File: src/rtl/seg_dac_front.sv
module seg_dac_front #(
  parameter int MSB_W = 8,
  parameter int LSB_W = 4,
  parameter int ROW_W = MSB_W / 2
) (
  input  logic                     clk,
  input  logic                     rst,
  input  logic [MSB_W+LSB_W-1:0]   code,
  output logic [(1<<MSB_W)-2:0]    cell_p,
  output logic [(1<<MSB_W)-2:0]    cell_n,
  output logic [LSB_W-1:0]         lsb_p,
  output logic [LSB_W-1:0]         lsb_n
);
  localparam int COL_W = MSB_W - ROW_W;
  localparam int ROWS  = 1 << ROW_W;
  localparam int COLS  = 1 << COL_W;
  localparam int CELLS = (1 << MSB_W) - 1;
  localparam int W     = MSB_W + LSB_W;

  logic [ROW_W-1:0] row_f;
  logic [COL_W-1:0] col_f;
  logic [ROWS-1:0]  row_tn, row_t, row_at;
  logic [COLS-1:0]  col_tn, col_t;
  logic [LSB_W-1:0] lsb_d;
  logic [CELLS-1:0] cell_d;

  assign row_f = code[W-1 -: ROW_W];
  assign col_f = code[LSB_W +: COL_W];

  for (genvar k = 0; k < ROWS; k++) begin : g_rdec
    assign row_tn[k] = row_f > ROW_W'(k);
  end
  for (genvar k = 0; k < COLS; k++) begin : g_cdec
    assign col_tn[k] = col_f > COL_W'(k);
  end

  always_ff @(posedge clk) begin
    if (rst) begin
      row_t <= '0;
      col_t <= '0;
      lsb_d <= '0;
    end else begin
      row_t <= row_tn;
      col_t <= col_tn;
      lsb_d <= code[LSB_W-1:0];
    end
  end

  for (genvar r = 0; r < ROWS; r++) begin : g_row
    if (r == 0) begin : g_first
      assign row_at[r] = ~row_t[r];
    end else begin : g_rest
      assign row_at[r] = ~row_t[r] & row_t[r-1];
    end
    for (genvar c = 0; c < COLS; c++) begin : g_col
      if (r * COLS + c < CELLS) begin : g_cell
        assign cell_d[r*COLS+c] = row_t[r] | (row_at[r] & col_t[c]);
      end
    end
  end

  always_ff @(posedge clk) begin
    if (rst) begin
      cell_p <= '0;
      cell_n <= '1;
      lsb_p  <= '0;
      lsb_n  <= '1;
    end else begin
      cell_p <= cell_d;
      cell_n <= ~cell_d;
      lsb_p  <= lsb_d;
      lsb_n  <= ~lsb_d;
    end
  end

  logic [1:0] warm;
  always_ff @(posedge clk) begin
    if (rst) warm <= '0;
    else if (warm != 2'd2) warm <= warm + 2'd1;
  end


  unary_count_chk: assert property (@(posedge clk) disable iff (rst)
    (warm == 2'd2) |-> ($countones(cell_p) == int'($past(code[W-1:LSB_W], 2))));


  unary_contig_chk: assert property (@(posedge clk) disable iff (rst)
    (((cell_p + 1'b1) & cell_p) == '0));


  lsb_delay_chk: assert property (@(posedge clk) disable iff (rst)
    (warm == 2'd2) |-> (lsb_p == $past(code[LSB_W-1:0], 2)));


  pair_opposite_chk: assert property (@(posedge clk) disable iff (rst)
    (cell_n == ~cell_p) && (lsb_n == ~lsb_p));


  reset_state_chk: assert property (@(posedge clk)
    $past(rst) |-> (cell_p == '0 && lsb_p == '0 && cell_n == '1 && lsb_n == '1));
endmodule

File: config.mk
export PLATFORM = sky130hd
export DESIGN_NAME = seg_dac_front
export DESIGN_NICKNAME = d
export VERILOG_FILES = /design/src/rtl/seg_dac_front.sv
export SDC_FILE = /design/constraint.sdc
export NUM_CORES = 1
export LEC_CHECK = 0
export ABC_AREA = 1
export BUFFER_PORTS_ARGS = -buffer_cell sky130_fd_sc_hd__buf_2
export CORE_AREA = 2 2 208 210
export CTS_CLUSTER_DIAMETER = 40
export CTS_CLUSTER_SIZE = 14
export DETAILED_ROUTE_END_ITERATION = 16
export DIE_AREA = 0 0 210 212
export SKIP_LAST_GASP = 1
export SLEW_MARGIN = 20
export SYNTH_ARGS = -nofsm -noshare
export SYNTH_HDL_FRONTEND = slang
export SYNTH_SLANG_ARGS = --single-unit
File: constraint.sdc
create_clock -name clk -period 1.47 [get_ports clk]
set_clock_uncertainty 0.1 [all_clocks]
set_input_delay 0.294 -clock clk [delete_from_list [all_inputs] [get_ports clk]]
set_output_delay 0.294 -clock clk [all_outputs]
set_load 0.03 [all_outputs]
---- Word-level counts from Yosys, hierarchy flattened ----
Cells that the tools add are included.
word-level totals
  word-level logic and storage cells ...... 582
  bits of input ports ..................... 14
  register bits after elaboration ......... 554
operators by class
  order comparisons ....................... 32
  bitwise gates (word level) .............. 543
operators by type and width
  operator                                                        number
  AND 1 bit                                                       270
  inverter 255 bit                                                1
  bitwise OR 1 bit                                                255
  greater-than comparator 4 bit (second input constant)           16
  greater-than comparator 4 x 3 -> 1 bit (second input constant)  8
  greater-than comparator 4 x 1 -> 1 bit (second input constant)  4
  greater-than comparator 4 x 2 -> 1 bit (second input constant)  4
  inverter 1 bit                                                  16
  inverter 4 bit                                                  1

---- Longest topological paths before layout ----
  depth in word-level cells ............... 5
  gate-level depth with buffers ........... 7
  mapped depth without buffers ............ 4

---- Worst setup path after synthesis ----
No wires, ideal clock.
  path type ............................... input to register
  start point ............................. input port rst
  end point ............................... register cell_n[103]
  stages .................................. 7
  library setup time ...................... 107 ps
  path slack .............................. 223 ps
  data arrival time ....................... 1039 ps
  cell sequence ........................... buf_6 -> inv_6 -> buf_12 -> nand2_8 -> buf_8 -> nand2_4 -> inv_2
RTL lines
  item                  RTL line  text
  start, declared       7         input logic rst,
  end signal, assigned  70        cell_n <= ~cell_d;
  end, declared         10        output logic [(1<<MSB_W)-2:0] cell_n,

---- Final worst setup path ----
  start point ............................. register cell_p[244]
  end point ............................... output port cell_p[244]
RTL lines
  item                    RTL line  text
  start, declared         9         output logic [(1<<MSB_W)-2:0] cell_p,
  start signal, assigned  69        cell_p <= cell_d;
No word-level cell between the ends.

==> run_results.csv <==
group,metric,value,unit
yosys,synthCells,1452,
clocking,clock-root-buffer,"clkbuf_16",
yosys,synth.avg_cell_area,10.9,sq um
sta,fmax,686,MHz
yosys,synth.top_cells.by_area,"dfxtp_1 70%, nand3_1 6.8%, nand2_4 5.8%",
setup_path,crit_type,"flop to output port",
drt,drtIter0Drc,585,
sta,rsz0062_at_grt,"yes",
global_routing,grt.total_usage,0.224,
floorplan,standard_cell_row_count,76,
sta,max-slew-margin-rel,0.773,
floorplan,fp.dieH,212,um
power_and_ir_drop,pwr_density_cell,1510,nW/um^2
placed_design,port-buffer-count,531,
setup_path,ff2ff_setup_slack,150,ps
final_layout,design_area,24600,sq um
yosys,synth_most_common_cell,"dfxtp_1",
sta,hold_violation_count_in_the_final_report,0,
setup_path,cp_slowest_stage_delay,360,ps
final_layout,n_fill_cell,3382,
placed_design,hpwlAfterDp,34900,um
flow_run,maxCapViolations,0,
run_status,run_status,"complete, no violations",
drt,drt-pass1-iter-count,6,
final_layout,finalCoreUtilization,0.578,
drt,avgViaCountPerCell,4.38,
yosys,syn-cell-area,15800,sq um
power_and_ir_drop,share_comb_of_total_power,0.123,
global_routing,globalRouteOverflowTotal,0,
placed_design,placed_area,19100,sq um
floorplan,pin_count,532,
yosys,synth_top_cells_by_count,"552 x dfxtp_1, 214 x nand3_1, 207 x inv_1",
yosys,synth-async-reset-ratio,0,
clocking,cts.reportedPaths.clkPinSlew,60,ps
global_routing,initial_antenna_violation_count,2,
power_and_ir_drop,power.leakage,11.5,nW
sta,timing.final.ws_setup,11.8,ps
clocking,cts_tree,"yes",
power_and_ir_drop,worst_ir_drop_vdd,1130,uV
yosys,syn-num-nets,1466,
yosys,synth.largest_area_cell,"dfxtp_1",
drt,drc,0,
floorplan,dieArea,44500,sq um
global_routing,vias_in_the_first_global_route,11800,
drt,detailroute.via_count,11500,
power_and_ir_drop,p_int,27.2,mW
sta,worst_hold_slack,68.5,ps
yosys,synth.distinct_cells,19,
setup_path,worst-path-max-fanout,1,
power_and_ir_drop,p_seq_frac,0.438,
yosys,synth.yosys.seq_area_share,0.701,
sta,min_period,1460,ps
sta,max_slew.worst_pin.slew,339,ps
clocking,level_count_of_the_clock_h_tree,3,
placed_design,place_ws,38.3,ps
sta,setup_viol,0,
sta,timing.final.crit_share,0.992,
yosys,post-synth-top-area-fraction,0.701,
setup_path,cpMaxStageDelayCell,"dfxtp_2",
power_and_ir_drop,netSwitchingFraction,0.266,
setup_path,crit_family,"flip-flops",
yosys,synth_ff_type,"dfxtp_1",
setup_path,cp_capture_type,"output port",
yosys,synth.ff_latch_count,552,
clocking,cts.path.max_buffers,3,
setup_path,worst-path-buf-inv,1,
floorplan,start_util,0.371,
clocking,cts_inserted_buffers,66,
hold_path,hold_class,"input port to flop",
yosys,synth_warn,0,
yosys,synth-edff-count,0,
placed_design,gp_congestion,0.810,
drt,drt_wl_total,52100,um
power_and_ir_drop,p_switching,9.89,mW
floorplan,die-width,210,um
setup_path,worst_path_cell_trace,"buf_6",
setup_path,worstPathArrival,1060,ps
setup_path,worst_setup_sp_type,"flop",
drt,average_wire_length_per_cell_after_detail_routing,19.8,um
clocking,cts.sink_count,552,
final_layout,area.growth.synth_to_final,55.8,%
global_routing,pin_count_of_the_biggest_net_entering_global_routing,51,
final_layout,finalNetCount,2053,
setup_path,critPathRequiredTime,1080,ps
power_and_ir_drop,power.clock.fraction,0.440,
clocking,clock_latency_late_sink,560,ps
global_routing,global_route_wire_length_before_repair,73500,um
sta,finalMaxSlewViolations,0,
drt,final_antenna_net_count,0,
final_layout,drive_gt1_frac,0.548,
floorplan,placeableCoreArea,42500,sq um
clocking,cts.repair_timing.setup_buffer_count,0,
==> final timing paths <==
kind               startpoint          end  cells past startpoint
setup / recovery  cell_p[244]  cell_p[244]                      1
hold / removal            rst     row_t[4]                      4
setup reg to reg     row_t[0]   cell_n[12]                      4
hold reg to reg      lsb_d[0]     lsb_n[0]                      1
==> area by class of cell <==
type / instances / area [sq um] / share of cell area
flip-flops and latches: 552 / 11400 / 0.464
clock inverters: 35 / 403 / 0.0164
clock buffers: 78 / 1810 / 0.0737
inverters: 288 / 1090 / 0.0443
repair buffers: 610 / 6150 / 0.251
diodes: 1 / 2.50 / 0.000102
well taps: 546 / 683 / 0.0278
multi-input cells: 521 / 3030 / 0.123
==> repair_timing <==
action / 4_1_cts / 5_1_grt
resized for setup: 919 / 250
endpoints found under the hold margin: 32 / 0
setup endpoints to repair: 517 / 208
pin swaps: 0 / 0
hold buffers: 14 / 0
==> sequential cells by signal (all words and copies together), names as in the netlist <==
name	flops
cell_n	255
cell_p	255
col_t	15
lsb_d	4
lsb_n	4
lsb_p	4
row_t	15
==> worst reg2reg max path: cells and delay by family (launching register included) <==
kind            cells  cell delay [ps]
flops               1              430
buf+inv             3              490
compound gates      1              190
==> per-stage QoR <==
| stage | total power [mW] | std cells | setup TNS (ps) |
|---|---|---|---|
| CTS | 37.1 | 2630 | -306 |
| finish | 37.1 | 2631 | 0 |
| global route | 38.3 | 2631 | -618 |
| detailed placement | 20.1 | 2503 | 0 |
| global placement | 20.1 | 2503 | 0 |
| floorplan | 18.8 | 1452 | 0 |
==> power groups by stage <==
stage	Clock [mW]	Combinational, mW	Sequential [mW]
final	16.3	4.55	16.2
after global placement	0	3.75	16.3
after floorplan	0	0.967	17.8
after CTS	16.5	4.44	16.2
after global routing	17.3	4.76	16.3
after detailed placement	0	3.78	16.3
==> placed cells by master (no fill, tap or decap) <==
cell type,netlist,final
nand2_1,149,149
clkbuf_4,0,1
nand2_8,10,10
bufinv_16,0,4
clkinv_2,0,3
clkbuf_16,0,69
inv_8,0,8
nand2_4,81,81
inv_2,80,80
clkinvlp_4,0,2
o21ai_0,4,4
diode_2,0,1
inv_6,1,10
clkinv_4,0,8
nand3_1,214,214
clkinv_8,0,1
nor2_1,36,36
clkbuf_8,0,5
buf_6,1,380
buf_4,20,194
clkbuf_1,26,4
nor3_1,2,2
inv_1,207,207
dfxtp_4,0,3
dlygate4sd3_1,0,14
buf_2,32,10
a21oi_1,25,25
buf_12,1,11
dfxtp_1,552,287
dfxtp_2,0,262
==> layer usage <==
layer | wire [um] | global-route usage
met1 | 19400 | 0.251
met2 | 27200 | 0.401
met5 | 13 | 0
met3 | 3440 | 0.0585
met4 | 2010 | 0.101
==> cell families after synthesis <==
group           Yosys count  synth area share
flops                   552             0.701
simple gates            492             0.183
buf+inv                 379             0.107
compound gates           29           0.00921
Note: power is estimated with default switching activity, not from simulation.
